<file path="config.mk">
export PLATFORM = sky130hd
export DESIGN_NAME = tp_collision_detect
export DESIGN_NICKNAME = d
export VERILOG_FILES = /design/src/rtl/tpcd_pkg.sv /design/src/rtl/tpcd_hold_timer.sv /design/src/rtl/tpcd_fault_flags.sv /design/src/rtl/tp_collision_detect.sv
export SDC_FILE = /design/constraint.sdc
export NUM_CORES = 1
export LEC_CHECK = 0
export BUFFER_PORTS_ARGS = -buffer_cell sky130_fd_sc_hd__buf_2
export CORE_AREA = 2 2 39 41
export DETAILED_ROUTE_END_ITERATION = 6
export DIE_AREA = 0 0 41 43
export GPL_TIMING_DRIVEN = 1
export MAX_ROUTING_LAYER = met4
export SYNTH_ARGS = -nofsm -noshare
export SYNTH_HDL_FRONTEND = slang
export SYNTH_SLANG_ARGS = --single-unit
export TNS_END_PERCENT = 20
</file>
<file path="constraint.sdc">
create_clock -name clk -period 2.7 [get_ports clk]
set_clock_uncertainty 0.05 [all_clocks]
set_input_delay 0.675 -clock clk [delete_from_list [all_inputs] [get_ports clk]]
set_output_delay 0.675 -clock clk [all_outputs]
set_load 0.1 [all_outputs]
</file>
<file path="src/rtl/tpcd_pkg.sv">
package tpcd_pkg;
   // upper bound on the extension length accepted at elaboration
   localparam int unsigned TPCD_MAX_HOLD = 255;

   typedef struct packed {
      logic no_carrier;
      logic coll_fault;
   } fault_flags_t;
endpackage

</file>
<file path="src/rtl/tpcd_hold_timer.sv">
module tpcd_hold_timer #(
   parameter int unsigned HOLD_BITS = 2
) (
   input  logic clk,
   input  logic rst,
   input  logic bit_en,
   input  logic load,
   input  logic flush,
   output logic busy
);
   import tpcd_pkg::*;

   if (HOLD_BITS > TPCD_MAX_HOLD) begin : g_bad_hold
      $error("tpcd_hold_timer: HOLD_BITS above supported maximum");
   end

   if (HOLD_BITS == 0) begin : g_no_hold
      assign busy = 1'b0;
   end else begin : g_hold
      localparam int unsigned CNT_W = $clog2(HOLD_BITS + 1);
      localparam logic [CNT_W-1:0] RELOAD = CNT_W'(HOLD_BITS);

      logic [CNT_W-1:0] remain_q;

      always_ff @(posedge clk) begin
         if (rst || flush) begin
            remain_q <= '0;
         end else if (load) begin
            remain_q <= RELOAD;
         end else if (bit_en && remain_q != '0) begin
            remain_q <= remain_q - 1'b1;
         end
      end

      assign busy = (remain_q != '0);


      hold_countdown_chk: assert property (@(posedge clk) disable iff (rst)
         (!load && !flush && busy) |=> (remain_q <= $past(remain_q)));

      hold_reload_chk: assert property (@(posedge clk) disable iff (rst)
         (load && !flush) |=> (remain_q == RELOAD));
   end
endmodule

</file>
<file path="src/rtl/tpcd_fault_flags.sv">
module tpcd_fault_flags #(
   parameter bit SET_OVER_CLEAR = 1'b1
) (
   input  logic                   clk,
   input  logic                   rst,
   input  logic                   tx_act,
   input  logic                   link_pass,
   input  logic                   clr,
   output tpcd_pkg::fault_flags_t flags
);
   import tpcd_pkg::*;

   fault_flags_t flags_q;
   logic         fail_attempt;

   assign fail_attempt = tx_act && !link_pass;

   if (SET_OVER_CLEAR) begin : g_set_wins
      always_ff @(posedge clk) begin
         if (rst)               flags_q <= '0;
         else if (fail_attempt) flags_q <= '1;
         else if (clr)          flags_q <= '0;
      end
   end else begin : g_clr_wins
      always_ff @(posedge clk) begin
         if (rst)               flags_q <= '0;
         else if (clr)          flags_q <= '0;
         else if (fail_attempt) flags_q <= '1;
      end
   end

   assign flags = flags_q;


   fail_tx_sets_chk: assert property (@(posedge clk) disable iff (rst)
      (fail_attempt && (SET_OVER_CLEAR || !clr)) |=> (flags.no_carrier && flags.coll_fault));

   sticky_hold_chk: assert property (@(posedge clk) disable iff (rst)
      (flags.no_carrier && !clr) |=> flags.no_carrier);
endmodule

</file>
<file path="src/rtl/tp_collision_detect.sv">
module tp_collision_detect #(
   parameter int unsigned HOLD_BITS      = 2,
   parameter bit          SET_OVER_CLEAR = 1'b1
) (
   input  logic clk,
   input  logic rst,
   input  logic bit_en,
   input  logic tx_act,
   input  logic rx_act,
   input  logic link_pass,
   input  logic flag_clr,
   output logic col,
   output logic tx_ind,
   output logic rx_ind,
   output logic loss_carrier,
   output logic coll_err
);
   import tpcd_pkg::*;

   logic         overlap;
   logic         overlap_q;
   logic         hold_busy;
   fault_flags_t faults;

   assign overlap = tx_act && rx_act && link_pass;

   always_ff @(posedge clk) begin
      if (rst) overlap_q <= 1'b0;
      else     overlap_q <= overlap;
   end

   tpcd_hold_timer #(.HOLD_BITS(HOLD_BITS)) hold_i (
      .clk    (clk),
      .rst    (rst),
      .bit_en (bit_en),
      .load   (overlap),
      .flush  (!link_pass),
      .busy   (hold_busy)
   );

   tpcd_fault_flags #(.SET_OVER_CLEAR(SET_OVER_CLEAR)) flags_i (
      .clk       (clk),
      .rst       (rst),
      .tx_act    (tx_act),
      .link_pass (link_pass),
      .clr       (flag_clr),
      .flags     (faults)
   );

   assign col          = link_pass && (overlap_q || hold_busy);
   assign tx_ind       = link_pass && tx_act;
   assign rx_ind       = link_pass && rx_act;
   assign loss_carrier = faults.no_carrier;
   assign coll_err     = faults.coll_fault;


   overlap_raises_col_chk: assert property (@(posedge clk) disable iff (rst)
      overlap |=> (col || !link_pass));

   link_fail_quiet_chk: assert property (@(posedge clk) disable iff (rst)
      !link_pass |-> (!col && !tx_ind && !rx_ind));

   no_stale_col_chk: assert property (@(posedge clk) disable iff (rst)
      (!link_pass && !overlap) |=> !col);
endmodule

</file>
# ---- Yosys cells after proc, flatten, opt, wreduce, memory -nomap -nowiden
# Index checks and enable logic that the tools add are counted.
dict set report word_totals {
  reg_bits 5
  latchBits 0
  ramBits 0
  mem_bits_ro 0
  inputBits 7
  out_inout_bits 5
  memories 0
}
dict set report op_classes {
  addsub 1
  mul 0
  div 0
  n_lt_le_gt_ge 0
  eq_ne 0
  shift 0
  muxes 4
  n_bitwise 0
  reduce_logical 14
}
# operator n
set op_table {}
lappend op_table {{$mux 2} 4}
lappend op_table {{$logic_and 1x1->1} 7}
lappend op_table {{$reduce_bool 2->1} 3}
lappend op_table {{$logic_or 1x1->1} 2}
lappend op_table {{$reduce_or 2->1} 1}
lappend op_table {{$sub 2x1->2 const B} 1}
lappend op_table {{$logic_not 1->1} 1}

# ---- Depth between registers and ports, before layout
dict set report depth {
  depth_word 4
  ltp_mapped 5
}

# ---- Hierarchy
# Synthesis repeated with hierarchy kept, for this count alone.
dict set report hier_totals {
  hier_cells 24
  hier_area_um2 226.5
}
# module instances cells_per_inst area_per_inst_um2 seq_area_each_um2
set modules_own_cells {}
lappend modules_own_cells {tpcd_hold_timer 1 12 113.9 40.0}
lappend modules_own_cells {tp_collision_detect 1 7 63.8 20.0}
lappend modules_own_cells {tpcd_fault_flags 1 5 48.8 20.0}

# ---- Worst setup path before layout
# No wires, ideal clock.
dict set report synth_path {
  kind {input to output}
  startpoint {in link_pass}
  endpoint {out col}
  arrival_ns 2.864
  required_time_ns 1.975
  setup_slack_ns -0.889
  cell_stages 1
  path_buffers 0
  path_cell_list {a21boi_0}
}
dict set report synth_between {
  elab_chain_cells 1
}
# element line_no
set synth_lines {}
lappend synth_lines {{start: declaration} tp_collision_detect.sv:10} ;# input logic link_pass,
lappend synth_lines {{$logic_and 1x1->1} tp_collision_detect.sv:50} ;# assign col = link_pass && (overlap_q || hold_busy);
lappend synth_lines {{end: declaration} tp_collision_detect.sv:12} ;# output logic col,
# Every way passes these cells.

# ---- Final worst setup path
dict set report layout_path {
  startpoint {reg hold_i.g_hold.remain_q[0]}
  endpoint {out col}
}
dict set report layout_between {
  elab_chain_cells 3
}
# element line_no
set layout_lines {}
lappend layout_lines {{start: declaration} tpcd_hold_timer.sv:23} ;# logic [CNT_W-1:0] remain_q;
lappend layout_lines {{start signal: assignment} tpcd_hold_timer.sv:31} ;# remain_q <= remain_q - 1'b1;
lappend layout_lines {{$reduce_bool 2->1} tpcd_hold_timer.sv:35} ;# assign busy = (remain_q != '0);
lappend layout_lines {{$logic_or 1x1->1} tp_collision_detect.sv:50}
lappend layout_lines {{$logic_and 1x1->1} tp_collision_detect.sv:50}
# Every way passes these cells.

==> qor.yml <==
final.setup.tns_ns: 0
syn2layout_area_growth_pct: 43.35
htree_levels: 1
synth_simple_gate_area_share_pct: 27.75
fin_total_pwr_uw: 187.1
synth.avg_cell_area_um2: 9.411
yosys.area.top_type: "dfxtp_1"
hold_viol_final: 0
power.static_leakage_nw: 0.1403
synthFlopType: "dfxtp_1"
post_cts_buffers: 0
synth_edf_count: 0
antenna_found_initial: 0
pwr_density_cell_mw_per_mm2: 602.9
syn_area_um2: 216.5
yosysUniqueCellTypes: 15
synth_compound_area_share_pct: 9.827
hold_end: "flags_i.flags[0]"
rr_startpoint: "hold_i.g_hold.remain_q[0]"
synthMuxAreaShare_pct: 6.936
worstMarginPinSlew_ns: 0.4848
die_height_um: 43
grt_usage_pct: 7.423
die_w_um: 41
io_pins: 12
grt.overflow.total: 0
irDropWorstVdd_mv: 0.1552
cts_buffers: 3
status: "finished clean"
worstHoldStart: "flags_i.flags[0]"
avgRoutedWirePerCell_um: 8.250
netlist_top_cells_count: "4 x dfxtp_1, 3 x inv_1, 3 x nand2b_1"
drcViolationCount: 0
drt-pass1-iter-count: 3
post-route-period-util_pct: 78.80
grt_max_degree: 6
hold_path_class: "register to register"
cts_tree: "yes"
reg2reg_depth: 5
via_per_inst: 3.673
yosysTopAreaCellShare_pct: 36.99
placementRows: 14
synth-adder-area-share_pct: 5.780
fillers: 158
yosysMostFrequentCell: "dfxtp_1"
clk_latency_ns: 0.23
worst_ep_arrival_time_ns: 1.40
nNetsFinal: 46
setup_violations: 0
drtIter0Drc: 2
root_buffer: "clkbuf_4"
timing.fmax_mhz: 470.0
ys_seq_elements: 4
synthCells: 23
slew_headroom_pct: 67.90
ys_async_sr_fraction_pct: 0
final_antenna_net_count: 0
grt_pass1_wl_um: 683
synth_top_family_by_area: "simple AND/OR/NAND/NOR gates"
synth_seq_area_share_pct: 36.99
yosys_warnings: 0
synthXorXnorAreaFrac_pct: 4.046
dp_hpwl_um: 336.5
critPathMaxFanout: 2
max-cap-violations: 0
syn_nets: 31
diodes: 0
finalCriticalPeriod_ns: 2.128
cp-start-kind: "register"
synth_area_leaders: "dfxtp_1 37%, nand2b_1 8.7%, mux2_4 6.9%"
ctsHoldBuffers: 0
cts_sinks: 4
place.gp.congestion: 0.6954
rsz0062_at_grt: "false"
slew_viol_final: 0
core_mm2: 0.001384
initial_core_util_pct: 15.64
portBuffers: 11
drive_gt1_share_pct: 50.00
dieArea_mm2: 0.001763
cts_resized: 0
cp-end-kind: "output port"
required_ns: 1.98
r2r-end: "hold_i.g_hold.remain_q[1]"
ff2ff_setup_slack_ns: 1.37
clockBufferDepth: 2
clkTransAtPathRegs_ns: 0.04
holdPathStages: 2
critPathKind: "register to output port"
via_count: 191
routed_wl_um: 429
grt_pass1_vias: 172
## cells by family (layout without fill, tap and decap cells)
kind of cell / after synthesis / after routing
simple gates: 9 / 9
flops: 4 / 4
buf+inv: 4 / 17
compound gates: 3 / 3
fa+ha+maj: 1 / 1
xor+xnor: 1 / 1
mux: 1 / 1
## registers in the layout (all words and copies together) (netlist names)
signal	flops
flags_i.flags	1
hold_i.g_hold.remain_q	2
overlap_q	1
## report_power, final
group / total (mW) / switching, mW / leakage [nW] / internal, mW
Combinational: 0.0501 / 0.0373 / 0.0939 / 0.0128
Clock: 0.0747 / 0.0250 / 0.0138 / 0.0498
Sequential: 0.0622 / 0.000754 / 0.0326 / 0.0615
Total: 0.187 / 0.0631 / 0.140 / 0.124
## area by class of cell
| cell class | instances | area [um2] | share of cell area (%) |
|---|---|---|---|
| Multi-Input combinational cell | 15 | 121.4 | 39.11 |
| Sequential cell | 4 | 80.08 | 25.81 |
| Timing Repair Buffer | 11 | 55.05 | 17.74 |
| Clock buffer | 3 | 22.52 | 7.258 |
| Tap cell | 16 | 20.02 | 6.452 |
| Inverter | 3 | 11.26 | 3.629 |
## critical path, stage by stage (launching register included)
cell,delay (ns)
dfxtp_1,0.33
inv_1,0.05
ha_1,0.24
a21boi_2,0.12
buf_2,0.43
## routing by layer
metal  track usage [%]  share of wire, %  wire length, um  up-vias
met1             7.120                44              187       83
met4             14.00               4.2               18        0
li1                  -                 -                -       97
met3             3.141               7.2               31        2
met2             7.187                45              192        9
met5                 -                 0                0        -
## cells in the final DEF, fill, tap and decap left out
cell type,count
inv_1,3
nor2b_4,1
dfxtp_1,4
nand2b_1,3
nor3b_1,1
a21oi_1,1
xnor2_1,1
nand2_1,1
buf_2,11
nor2_1,1
clkbuf_4,3
and2_1,2
a21oi_2,1
ha_1,1
mux2_4,1
a21boi_2,1
## through the flow
stage	hold slack [ns]	utilization [%]	worst slack, ns	std cells	cell area, um2
after floorplan	0.4697	-	0.4449	23	220.2
after global placement	0.4117	20.80	0.6125	49	287.8
after detailed placement	0.4215	20.80	0.6060	49	287.8
after CTS	0.4268	22.42	0.5497	52	310.3
after global routing	0.4642	22.42	0.5075	52	310.3
final	0.4237	22.42	0.5724	52	310.3
## worst max path at each step
stage / from / endpoint / slack [ns]
floorplan: link_pass / col / 0.44
global placement: link_pass / col / 0.61
detailed placement: link_pass / col / 0.61
CTS: hold_i.g_hold.remain_q[0] / col / 0.55
global route: hold_i.g_hold.remain_q[0] / col / 0.51
finish: hold_i.g_hold.remain_q[0] / col / 0.57
Power figures use the tool's default switching activity.
